--- src/rtl/phase_ram_arbiter.sv ---
module phase_ram_arbiter #(
  parameter int AW = 16,
  parameter int DW = 8
) (
  input  logic          clk,
  input  logic          rst_n,
  input  logic [1:0]    cpu_req,
  input  logic [AW-1:0] cpu_addr,
  input  logic [DW-1:0] cpu_wdata,
  output logic          cpu_wait,
  output logic [DW-1:0] cpu_rdata,
  input  logic [AW-1:0] vid_addr,
  output logic [DW-1:0] vid_byte0,
  output logic [DW-1:0] vid_byte1,
  output logic          vid_valid,
  output logic [AW-1:0] ram_addr,
  output logic [DW-1:0] ram_wdata,
  input  logic [DW-1:0] ram_rdata,
  output logic          ram_en,
  output logic          ram_we,
  output logic [1:0]    slot
);

  localparam logic [1:0] REQ_FETCH = 2'b01;

  logic [1:0]    ph;
  logic [AW-2:0] vhi_q;
  logic [DW-1:0] vb0_q;

  wire fetch_hit = (ph == 2'd0) && (cpu_req == REQ_FETCH);
  wire data_hit  = (ph == 2'd1) && cpu_req[1];
  wire vid_turn  = ph[1];

  assign slot      = ph;
  assign cpu_wait  = rst_n && (ph != 2'd0);
  assign ram_en    = fetch_hit || data_hit || vid_turn;
  assign ram_we    = data_hit && cpu_req[0];
  assign ram_wdata = cpu_wdata;
  assign ram_addr  = !vid_turn ? cpu_addr :
                     ph[0]     ? {vhi_q, 1'b1} : {vid_addr[AW-1:1], 1'b0};

  always_ff @(posedge clk) begin
    if (!rst_n) begin
      ph        <= 2'd0;
      vhi_q     <= '0;
      vb0_q     <= '0;
      cpu_rdata <= '0;
      vid_byte0 <= '0;
      vid_byte1 <= '0;
      vid_valid <= 1'b0;
    end else begin
      ph        <= ph + 2'd1;
      vid_valid <= (ph == 2'd3);
      if ((fetch_hit || data_hit) && !ram_we) cpu_rdata <= ram_rdata;
      if (ph == 2'd2) begin
        vhi_q <= vid_addr[AW-1:1];
        vb0_q <= ram_rdata;
      end
      if (ph == 2'd3) begin
        vid_byte0 <= vb0_q;
        vid_byte1 <= ram_rdata;
      end
    end
  end

  a_r1_slot_step: assert property (@(posedge clk) disable iff (!rst_n)
    rst_n |=> slot == $past(slot) + 2'd1);
  a_r2_wait_release: assert property (@(posedge clk) disable iff (!rst_n)
    $fell(cpu_wait) |-> slot == 2'd0);
  a_r5_write_slot: assert property (@(posedge clk) disable iff (!rst_n)
    ram_we |-> slot == 2'd1 && cpu_req == 2'b11);
  a_r9_video_no_write: assert property (@(posedge clk) disable iff (!rst_n)
    (ram_en && slot[1]) |-> !ram_we);
  a_r6_odd_byte: assert property (@(posedge clk) disable iff (!rst_n)
    slot == 2'd3 |-> ram_en && ram_addr[0]);
  a_r7_strobe_slot: assert property (@(posedge clk) disable iff (!rst_n)
    vid_valid |-> slot == 2'd0 && !$past(vid_valid));

endmodule

--- config.mk ---
export PLATFORM = sky130hd
export DESIGN_NAME = phase_ram_arbiter
export DESIGN_NICKNAME = d
export VERILOG_FILES = /design/src/rtl/phase_ram_arbiter.sv
export SDC_FILE = /design/constraint.sdc
export NUM_CORES = 1
export LEC_CHECK = 0
export CAP_MARGIN = 20
export CORE_MARGIN = 2
export CORE_UTILIZATION = 42
export DETAILED_ROUTE_END_ITERATION = 7
export PLACE_DENSITY = 0.87
export RECOVER_POWER = 100
export SLEW_MARGIN = 0
export SYNTH_ARGS = -nofsm -noshare
export SYNTH_HDL_FRONTEND = slang
export SYNTH_SLANG_ARGS = --single-unit
--- constraint.sdc ---
create_clock -name clk -period 2.1 [get_ports clk]
set_input_delay 0.525 -clock clk [delete_from_list [all_inputs] [get_ports clk]]
set_output_delay 0.525 -clock clk [all_outputs]
set_load 0.03 [all_outputs]
Word-level counts from Yosys, hierarchy flattened
Cells that the tools add are included.

storage, ports and cells
  bits in registers = 50
  input port bits = 52
  output and inout bits = 54
  logic and storage cells = 24

cells by class
  $add $sub $neg = 1
  equality and inequality tests = 4
  multiplexer cells = 2
  reductions and logical operators = 10

operator list
  kind                   number
  $mux W16               2
  $logic_and A1 B1 Y1    5
  $eq A2 B1 Y1 const B   2
  $eq A2 B2 Y1 const B   2
  $add A2 B1 Y2 const B  1
  $logic_not A2 Y1       1
  $logic_or A1 B1 Y1     2
  $reduce_bool A2 Y1     1
  $logic_not A1 Y1       1

Depth between registers and ports, before layout
Gate-level depths: netlist of the first run.

  depth in word-level cells = 5
  gate-level depth with buffers = 8
  gate-level depth less buffers = 5

Worst setup path after synthesis of the first run
No wires, ideal clock.

  kind = register to output
  from = register ph[0] (netlist: slot[0])
  to = output cpu_wait
  arrival time = 1603 ps
  required time = 1575 ps
  setup slack = -28 ps
  stages on the path, launching flop included = 6
  path buffers = 2
  cell sequence = dfxtp_1 buf_6 buf_6 inv_1 ha_1 nor2b_1

on the way
  cells in the longest elaborated chain, start to end = 2

RTL lines
  element                 RTL line  text
  from (decl)             26        logic [1:0] ph;
  from (signal assigned)  52        ph <= ph + 2'd1;
  $reduce_bool A2 Y1      35        assign cpu_wait = rst_n && (ph != 2'd0);
  $logic_and A1 B1 Y1     35
  to (decl)               10        output logic cpu_wait,

No other way between the ends.

Worst setup path in the final report of the first run
  from = input cpu_req[1]
  to = output ram_en

on the way
  cells in the longest elaborated chain, start to end = 4

RTL lines
  element                            RTL line  text
  from (decl)                        7         input logic [1:0] cpu_req,
  $eq A2 B1 Y1                       30        wire fetch_hit = (ph == 2'd0) && (cpu_req == REQ_FETCH);
  $logic_and A1 B1 Y1                30
  $logic_or A1 B1 Y1 * (2 in a row)  36        assign ram_en = fetch_hit || data_hit || vid_turn;
  to (decl)                          19        output logic ram_en,

Mark *: on every way between the ends. The rest lies on a longest branch, timed or not.

==> out/results.md, run 1 <==
• finished clean — status
• 477 — Layout fillers
• 42.26% — part of the Yosys area used for sequential elements
• 1.751 mW — internal power
• 0 — DR DRC count
• 42.26% — fraction of synthesized cell area taken by the top area cell type
• 0.7032 — weighted congestion reported at the end of routability-driven placement
• 0 — final count of negative-setup-slack endpoints
• 3 — crit-path max FO
• 27 — number of cell rows
• 0.006256 mm^2 — Die Area
• 8300 um — global-route wire length before repair
• 2 — H-Tree Level Count
• 1.352 nW — static power due to leakage
• 5 — clock buffers created by TritonCTS
• sky130_fd_sc_hd__dfxtp_1, sky130_fd_sc_hd__mux2i_1, sky130_fd_sc_hd__nor2b_1 — leading post-synthesis cells by cell area
• 95.39% — share of the cycle needed by the critical path after routing
• 459.6 ps — worst hold margin
• 50 — FF+latch count, synth
• 50 — Sinks on Clock Net
• 38.09% — P&R area growth vs syn
• 133.1 ps — setup slack after placement
• 1777 — via count
• 3570 um — half-perimeter wire length after placement
• 16.61% — GRT Resource Usage Total
• 0 — remaining number of nets flagged by the antenna check after routing
• 0 — max-slew violation total from the final report
• 0.005473 mm^2 — Floorplan Core Area
• 26.82% — switching share of power
• 80 ps — clock transition at the register clock pins on the worst setup and hold paths after CTS
• output pin — type of element capturing the critical path
• 4 — number of detailed-routing iterations run before antenna repair
• 0.002369 mm^2 — Syn Std Cell Area
• 88 — number of port buffers
• slot[1] — Reg2Reg Launch Point
• 371 — Final nets
• 33.9% — clock network fraction of total power
• 0.0003358 V — Max IR drop VDD
• 40.50% — headroom to the max-slew limit
• 2 — Clock Tree Buf Depth
• 79.10 um — Vert. Die Dim
• 42.5% — part of the power in registers
• 0 — synth warn
• 52 — initial detailed-routing violation count
• 0 — Max Cap Violations
• 12.90 um — routed length per instance
• 499.2 MHz — Max Clock Freq
• sky130_fd_sc_hd__clkbuf_8 — clk root buf
• 0.6417 mW — switching component of the power
• 0 — overflow left after global routing
• no — setup repair after global routing missed its margin
• 0 — initial antenna violation count
• 12.66% — share of final-layout standard cells stronger than drive strength 1
• 18 — number of different library cells in the post-synthesis netlist
• input port to output pin — category of the most critical setup path
• flop to flop — Tightest Hold Check Type
• sky130_fd_sc_hd__dfxtp_1 — top cell type by total area after synthesis
• yes — clock tree from TritonCTS
• sky130_fd_sc_hd__mux2i_1 — most common cell after layout, fill and taps aside
• 59.76% — Util after Layout
• 892.4 ps — transition at the pin with the smallest max-transition slack
• cpu_rdata[3] — hold path startpoint
• 238 — cell count after synthesis
• 43.28% — Starting Density
• sky130_fd_sc_hd__mux2i_1, sky130_fd_sc_hd__dfxtp_1, sky130_fd_sc_hd__clkdlybuf4s50_1 — commonest non-fill, non-tap cells in the layout
• input port — critical path launch point type
• 23.7% — logic gate share of total power
• 0 ps — summed negative setup slack over all endpoints
• 2003 ps — final critical path time including I/O delays and setup
• 0 — total inserted antenna cells
• 0 — Hold Violations, Final
• 5005 um — drt total wl
• 731.4 mW/mm^2 — Power per Cell Area
• 9.952 um^2 — syn_area_per_cell
• 290 ps — clock insertion delay at the later pin of the skew report
• 1570 ps — required time at the endpoint of the critical path
• 2.392 mW — PnR Total Power
• 106 — number of placed I/O pins
• 1795 — number of global-route vias before repair
• 1480 ps — Data arrival, critical path
• 5.371 ps — Max Clock Skew
• cpu_req[1] — beginning of the critical path
• 4.580 — average via count per standard cell
• 59 — largest net degree at the start of global routing
• 96.77 ps — min setup slack post-route
• 79.10 um — width of the die
• 0 — hold buffer count at CTS
• 294 — Syn Nets
[worst max-delay path, stage by stage]
cell and delay (ps):
sky130_fd_sc_hd__clkdlybuf4s50_1 450, sky130_fd_sc_hd__nand3b_1 190, sky130_fd_sc_hd__nand3_1 110, sky130_fd_sc_hd__buf_2 200
[synth_stat cells]
cell type	n
sky130_fd_sc_hd__a21oi_1	15
sky130_fd_sc_hd__and2_1	2
sky130_fd_sc_hd__and3_2	1
sky130_fd_sc_hd__buf_2	2
sky130_fd_sc_hd__buf_4	12
sky130_fd_sc_hd__buf_6	6
sky130_fd_sc_hd__clkbuf_1	5
sky130_fd_sc_hd__dfxtp_1	50
sky130_fd_sc_hd__ha_1	4
sky130_fd_sc_hd__inv_1	2
sky130_fd_sc_hd__mux2_2	1
sky130_fd_sc_hd__mux2i_1	62
sky130_fd_sc_hd__nand2_1	17
sky130_fd_sc_hd__nand3_1	1
sky130_fd_sc_hd__nand3b_1	1
sky130_fd_sc_hd__nor2_1	15
sky130_fd_sc_hd__nor2b_1	41
sky130_fd_sc_hd__o21a_1	1
[cells by family after synthesis]
group	after synthesis	share of synthesized area, %
and+or+nand+nor	78	17.27
adders and majority gates	4	2.113
muxes	63	26.68
AOI/OAI and AO/OA	16	3.487
DFF	50	42.26
buffers and inverters	27	8.188
[path summary, 6_finish.rpt]
check,endpoint,slack (ps),cells past startpoint
max,ram_en,100,4
min,cpu_rdata[3],460,2
max reg2reg,vid_byte0[5],600,5
min reg2reg,cpu_rdata[3],460,2
[sequential cells by signal, indices dropped and copies added, names as in the netlist]
register and count:
vb0_q 8, vid_byte1 8, vhi_q 15, cpu_rdata 8, slot 2, vid_byte0 8, vid_valid 1
[layer usage]
metal	routed length (um)	up-vias	track usage, %
li1	-	935	-
met1	2412	794	21.52
met2	2370	41	28.47
met3	161	7	2.386
met4	60	0	5.345
met5	0	-	0
[stage by stage]
| step | instances | instance area [um^2] |
|---|---|---|
| after floorplan | 238 | 2371 |
| after global placement | 380 | 3181 |
| after detailed placement | 380 | 3181 |
| after CTS | 388 | 3324 |
| after global routing | 388 | 3271 |
| final | 388 | 3271 |
[timing repair]
item | in CTS | in global routing
setup buffers | 0 | 0
gates resized for setup | 1 | 1
endpoints found under the setup margin | 1 | 1
[power by group through the flow]
stage	Sequential [mW]	Clock, mW	Combinational [mW]
6_report	1.02	0.810	0.566
3_5_place_dp	1.04	0	0.602
5_1_grt	1.02	0.877	0.612
2_1_floorplan	1.07	0	0.362
4_1_cts	1.02	0.841	0.604
3_3_place_gp	1.04	0	0.592
[area by class of cell]
cell class / instances / area (um^2) / share of cell area [%]
flip-flops and latches: 50 / 1002 / 30.64
multi-input cells: 161 / 1176 / 35.96
clock inverters: 2 / 60.06 / 1.836
well taps: 72 / 90.09 / 2.754
repair buffers: 95 / 852.1 / 26.05
inverters: 2 / 7.507 / 0.2295
clock buffers: 6 / 82.58 / 2.525
Note: power is estimated with default switching activity, not from simulation.
==> run 2: changes to the inputs <==
--- a/config.mk
+++ b/config.mk
@@ -7,9 +7,9 @@
 export LEC_CHECK = 0
 export CAP_MARGIN = 20
 export CORE_MARGIN = 2
-export CORE_UTILIZATION = 42
+export CORE_UTILIZATION = 30
 export DETAILED_ROUTE_END_ITERATION = 7
-export PLACE_DENSITY = 0.87
+export PLACE_DENSITY = 0.69
 export RECOVER_POWER = 100
 export SLEW_MARGIN = 0
 export SYNTH_ARGS = -nofsm -noshare
==> constraint.sdc (replaced) <==
create_clock -name clk -period 1.8 [get_ports clk]
set_input_delay 0.27 -clock clk [delete_from_list [all_inputs] [get_ports clk]]
set_output_delay 0.27 -clock clk [all_outputs]
set_load 0.03 [all_outputs]
==> out/results.md, run 2 (synthesis results as in run 1) <==
• 2 — cell count of the worst hold path
• 1530 ps — required time at the endpoint of the critical path
• 42.87% — Util after Layout
• no — setup repair after global routing missed its margin
• 1709 ps — final critical path time including I/O delays and setup
• 0 — initial antenna violation count
• flop — critical path launch point type
• 12.43% — GRT Resource Usage Total
• finished clean — status
• 4 — number of detailed-routing iterations run before antenna repair
• 290 ps — clock insertion delay at the later pin of the skew report
• slot[1] — beginning of the critical path
• 94.93% — share of the cycle needed by the critical path after routing
• 4.158 ps — Max Clock Skew
• 767 — Layout fillers
• 88 — number of port buffers
• 0.6882 — weighted congestion reported at the end of routability-driven placement
• 0 — remaining number of nets flagged by the antenna check after routing
• 0.003296 mm^2 — design area
• 372 — Final nets
• 30.81% — Starting Density
• 0 — overflow left after global routing
• 585.2 MHz — Max Clock Freq
• 1803 — via count
• 0 ps — summed negative setup slack over all endpoints
• vhi_q — register with the most flip-flops
• 1.335 nW — static power due to leakage
• 430 ps — largest stage delay on the critical path
• yes — clock tree from TritonCTS
• 32 — number of cell rows
• sky130_fd_sc_hd__dfxtp_2 — slowest stage cell, crit path
• 31 — largest net degree at the start of global routing
• 2 — H-Tree Level Count
• 12.62% — share of final-layout standard cells stronger than drive strength 1
• 0.003258 mm^2 — Placement Cell Area
• 92.86 um — Vert. Die Dim
• 0.001003 mm^2 — footprint of the flip-flops and latches
• 0 — total inserted antenna cells
• input port to flop — Tightest Hold Check Type
• 1781 — number of global-route vias before repair
• 8556 um — global-route wire length before repair
• 0 — Hold Violations, Final
• 0 — Max Cap Violations
• 4.303 — average via count per standard cell
• sky130_fd_sc_hd__clkbuf_8 — clk root buf
• 0 — DR DRC count
• 581.1 ps — transition at the pin with the smallest max-transition slack
• 0.008622 mm^2 — Die Area
• 1440 ps — Data arrival, critical path
• 6 — Worst R2R Path Depth
• 0.001176 mm^2 — area of the multi-input gates
• 106 — number of placed I/O pins
• 3827 um — half-perimeter wire length after placement
• 0.0002880 V — Max IR drop VDD
• 61.26% — headroom to the max-slew limit
• 5 — clock buffers created by TritonCTS
• 5231 um — drt total wl
• 50 — Sinks on Clock Net
• 0 — buffers inserted during post-CTS setup optimization
• 2 — Clock Tree Buf Depth
• 30 — crit-path max FO
• 0.007687 mm^2 — Floorplan Core Area
• sky130_fd_sc_hd__mux2i_1, sky130_fd_sc_hd__dfxtp_1, sky130_fd_sc_hd__clkdlybuf4s50_1 — commonest non-fill, non-tap cells in the layout
• output pin — type of element capturing the critical path
• vid_byte1[4] — WHS Endpoint
• 28 — initial detailed-routing violation count
• flop to output pin — category of the most critical setup path
• buf_12, mux2_2, buf_4 — crit-path cells
• sky130_fd_sc_hd__mux2i_1 — most common cell after layout, fill and taps aside
• 0 — hold buffer count at CTS
• rst_n — hold path startpoint
• 39.14% — P&R area growth vs syn
• 798.5 mW/mm^2 — Power per Cell Area
• slot[1] — Reg2Reg Launch Point
• flip-flops — category of cells accounting for the largest share of critical-path delay
• 12.48 um — routed length per instance
• 15 — flip-flop count of the largest register, all copies and words added
• 92.86 um — width of the die
• 0 — final count of negative-setup-slack endpoints
• 2 — buffers and inverters on the worst path
• cpu_rdata[6] — endpoint of the worst register-to-register path
• 90 ps — clock transition at the register clock pins on the worst setup and hold paths after CTS
• 0 — max-slew violation total from the final report
• 230 ps — r2r setup slk
run 2: changes by cell type in the layout (fill, tap and decap cells not counted):
cell | before | now
sky130_fd_sc_hd__clkinvlp_4 | 0 | 1
sky130_fd_sc_hd__clkbuf_8 | 6 | 5
sky130_fd_sc_hd__dfxtp_1 | 49 | 48
sky130_fd_sc_hd__buf_4 | 8 | 7
sky130_fd_sc_hd__dfxtp_2 | 1 | 2
sky130_fd_sc_hd__bufinv_16 | 2 | 1
sky130_fd_sc_hd__buf_6 | 1 | 0
sky130_fd_sc_hd__clkdlybuf4s50_1 | 42 | 41
sky130_fd_sc_hd__clkbuf_1 | 0 | 3
sky130_fd_sc_hd__buf_12 | 1 | 3
run 2: power breakdown:
part           total, mW  internal [mW]  switching [mW]
clock              0.778          0.415           0.364
sequential          1.19           1.16          0.0323
combinational      0.662          0.299           0.364
total               2.63           1.87           0.759
run 2: per-layer routing:
layer | share of wire (%) | wire length, um | global-route usage [%]
met2 | 46 | 2381 | 19.57
met1 | 48 | 2521 | 16.41
met3 | 4.8 | 252 | 3.255
met4 | 1.5 | 76 | 4.412
met5 | 0 | 0 | 0
run 2: worst max-delay path by stage:
stage              endpoint  slack, ps  depth (start not counted)
2_1_floorplan        ram_en          2                          6
3_3_place_gp   cpu_rdata[6]        290                          6
3_5_place_dp   cpu_rdata[6]        230                          6
4_1_cts        ram_addr[13]         20                          4
5_1_grt         ram_addr[0]         20                          3
6_report        ram_addr[0]         90                          3
run 2: final cells by class:
cell class / count / area share [%]
Multi-Input combinational cell: 161 / 35.69
Sequential cell: 50 / 30.45
Timing Repair Buffer: 96 / 26.42
Tap cell: 102 / 3.872
Clock buffer: 6 / 2.202
Clock inverter: 2 / 1.139
Inverter: 2 / 0.2278
run 2: per-stage QoR:
step | total power, mW | std cells | hold slack (ps) | setup WS, ps
after floorplan | 1.677 | 238 | 408.8 | 2.494
after global placement | 1.929 | 411 | 445.9 | 293.1
after detailed placement | 1.936 | 411 | 455.7 | 226.1
after CTS | 2.729 | 419 | 384.6 | 19.82
after global routing | 2.775 | 419 | 396.2 | 19.01
final | 2.632 | 419 | 387.6 | 91.20
run 2: what timing repair did:
item | 4_1_cts | 5_1_grt
resized for setup | 1 | 1
pin swaps | 0 | 0
setup endpoints to repair | 3 | 12
cloned | 0 | 0
==> run 3: changes to the inputs <==
--- a/config.mk
+++ b/config.mk
@@ -5,11 +5,14 @@
 export SDC_FILE = /design/constraint.sdc
 export NUM_CORES = 1
 export LEC_CHECK = 0
+export ABC_AREA = 1
 export CAP_MARGIN = 20
+export CELL_PAD_IN_SITES_DETAIL_PLACEMENT = 2
+export CELL_PAD_IN_SITES_GLOBAL_PLACEMENT = 2
 export CORE_MARGIN = 2
-export CORE_UTILIZATION = 30
+export CORE_UTILIZATION = 19
 export DETAILED_ROUTE_END_ITERATION = 7
-export PLACE_DENSITY = 0.69
+export PLACE_DENSITY = 0.82
 export RECOVER_POWER = 100
 export SLEW_MARGIN = 0
 export SYNTH_ARGS = -nofsm -noshare
==> out/results.md, run 3 <==
• 5 — clock buffers created by TritonCTS
• 0 — max-slew violation total from the final report
• 0 — number of synthesized flops with an enable pin
• design-rule violations — violations in the final reports
• 12.62% — GRT Resource Usage Total
• 65 — initial detailed-routing violation count
• 63.25% — headroom to the max-slew limit
• 2620 — number of global-route vias before repair
• flop — critical path launch point type
• 95.39% — share of the cycle needed by the critical path after routing
• 2 — cell count of the worst hold path
• 0.003184 mm^2 — Placement Cell Area
• 0 — overflow left after global routing
• 2 — H-Tree Level Count
• 1359 — Layout fillers
• slot[0] — Reg2Reg Launch Point
• sky130_fd_sc_hd__nor2_1 — most frequent cell after synthesis
• vb0_q[6] — endpoint of the worst register-to-register path
• yes — clock tree from TritonCTS
• 10 — crit-path max FO
• 0 — total inserted antenna cells
• 2 — Clock Tree Buf Depth
• 15 — flip-flop count of the largest register, all copies and words added
• 7.135 um^2 — syn_area_per_cell
• 0 — hold buffer count at CTS
• 34 — largest net degree at the start of global routing
• 82.93 ps — min setup slack post-route
• 106 — number of placed I/O pins
• finished with violations — status
• 0.001008 mm^2 — footprint of the flip-flops and latches
• 7859 um — drt total wl
• 160 ps — r2r setup slk
• 19.58% — Starting Density
• 112.9 um — width of the die
• 88 — number of port buffers
• 50 — FF+latch count, synth
• 551.2 ps — transition at the pin with the smallest max-transition slack
• 47.78% — P&R area growth vs syn
• 934.0 mW/mm^2 — Power per Cell Area
• 0 — final count of negative-setup-slack endpoints
• 499.4 ps — worst hold margin
• 6 — number of detailed-routing iterations run before antenna repair
• sky130_fd_sc_hd__clkdlybuf4s50_1 — slowest stage cell, crit path
• sky130_fd_sc_hd__clkbuf_16 — clk root buf
• 0.0003470 V — Max IR drop VDD
• clkdlybuf4s50_1 — crit-path cells
• 0% — post-synthesis async set-or-reset flop share
• 50 — Sinks on Clock Net
• output pin — type of element capturing the critical path
• 6.784 ps — Max Clock Skew
• 0 — buffers inserted during post-CTS setup optimization
• flop to output pin — category of the most critical setup path
• sky130_fd_sc_hd__nor2_1, sky130_fd_sc_hd__o21ai_0, sky130_fd_sc_hd__dfxtp_1, sky130_fd_sc_hd__nand2_1 — Post-synth top cells
• vid_byte0[7] — WHS Endpoint
• sky130_fd_sc_hd__dfxtp_1, sky130_fd_sc_hd__nor2_1, sky130_fd_sc_hd__o21ai_0 — leading post-synthesis cells by cell area
• 44.40% — fraction of synthesized cell area taken by the top area cell type
• buffers and inverters — category of cells accounting for the largest share of critical-path delay
• 0 — initial antenna violation count
• 44.40% — part of the Yosys area used for sequential elements
• 6031 um — half-perimeter wire length after placement
• 1.550 nW — static power due to leakage
• 14.53 um — routed length per instance
• 39 — number of cell rows
• 11.81% — share of final-layout standard cells stronger than drive strength 1
• 1530 ps — required time at the endpoint of the critical path
• 0.001025 mm^2 — area of the multi-input gates
• 372 — Syn Nets
• 0 — Max Cap Violations
• 13000 um — global-route wire length before repair
• no — setup repair after global routing missed its margin
• 112.9 um — Vert. Die Dim
• 1 — buffers and inverters on the worst path
• 720 ps — largest stage delay on the critical path
• 1717 ps — final critical path time including I/O delays and setup
• 6 — Worst R2R Path Depth
• vb0_q[7] — hold path startpoint
• sky130_fd_sc_hd__dfxtp_1 — most used flip-flop cell after synthesis
• 18 — number of different library cells in the post-synthesis netlist
• flop to flop — Tightest Hold Check Type
• 28.93% — Util after Layout
• 453 — Final nets
• 0.002255 mm^2 — Syn Std Cell Area
• 0.01152 mm^2 — Floorplan Core Area
• 70 ps — clock transition at the register clock pins on the worst setup and hold paths after CTS
• 0.01275 mm^2 — Die Area
• 0 — Hold Violations, Final
• 582.4 MHz — Max Clock Freq
• 2340 — via count
• 1450 ps — Data arrival, critical path
• sky130_fd_sc_hd__nor2_1 — most common cell after layout, fill and taps aside
• 154.5 ps — setup slack after placement
• 0 ps — summed negative setup slack over all endpoints
• 290 ps — clock insertion delay at the later pin of the skew report
• sky130_fd_sc_hd__dfxtp_1 — top cell type by total area after synthesis
• 0 — remaining number of nets flagged by the antenna check after routing
• sky130_fd_sc_hd__nor2_1, sky130_fd_sc_hd__o21ai_0, sky130_fd_sc_hd__dfxtp_1 — commonest non-fill, non-tap cells in the layout
• 0.7485 — weighted congestion reported at the end of routability-driven placement
• vhi_q — register with the most flip-flops
• 7 — DR DRC count
• 316 — cell count after synthesis
• 4.325 — average via count per standard cell
• 0.003332 mm^2 — design area
• 0 — synth warn
==> run 3: cells by family (layout without fill, tap and decap cells) <==
logic type	count (synthesis)	after routing	share of synthesized area, %
AO/OA/AOI/OAI	78	78	17.31
adder cells (fa/ha/maj)	4	4	2.220
buffers and inverters	42	124	10.27
flip-flops	50	50	44.40
AND/OR/NAND/NOR	142	142	25.80
==> run 3: cell type report <==
| class | count | area share [%] |
|---|---|---|
| clock buffers | 5 | 3.755 |
| clock inverters | 3 | 1.427 |
| inverters | 17 | 2.065 |
| multi-input cells | 224 | 30.75 |
| flip-flops and latches | 50 | 30.27 |
| well taps | 143 | 5.370 |
| repair buffers | 99 | 26.36 |
==> run 3: power breakdown <==
part | switching (mW) | internal (mW) | total (mW) | leakage, nW
combinational | 0.469 | 0.290 | 0.759 | 1.06
sequential | 0.0594 | 1.19 | 1.25 | 0.410
clock | 0.436 | 0.664 | 1.10 | 0.0844
total | 0.965 | 2.15 | 3.11 | 1.55
==> run 3: metrics by stage <==
| step | cells | power (mW) |
|---|---|---|
| after floorplan | 316 | 1.741 |
| after global placement | 533 | 2.061 |
| after detailed placement | 533 | 2.090 |
| after CTS | 541 | 3.204 |
| after global routing | 541 | 3.291 |
| final | 541 | 3.112 |
==> run 3: how the worst max path moves through the flow <==
stage / to / startpoint / slack, ps / cells past startpoint
CTS: ram_addr[9] / slot[0] / 1 / 5
global placement: ram_en / slot[1] / 250 / 5
floorplan: ram_en / slot[1] / 30 / 6
global route: ram_addr[6] / slot[1] / 0.7 / 5
detailed placement: vb0_q[2] / slot[0] / 150 / 6
finish: slot[0] / slot[0] / 80 / 1
==> run 3: repair_timing <==
action,4_1_cts,5_1_grt
endpoints found under the setup margin,12,15
endpoints found under the hold margin,0,0
resized for setup,2,4
==> run 3: layer usage <==
metal	routed length [um]	global-route usage (%)	vias up
met5	0	0	-
met4	77	3.252	0
met3	366	2.250	4
met2	3833	22.37	47
met1	3581	15.86	1126
li1	-	-	1163
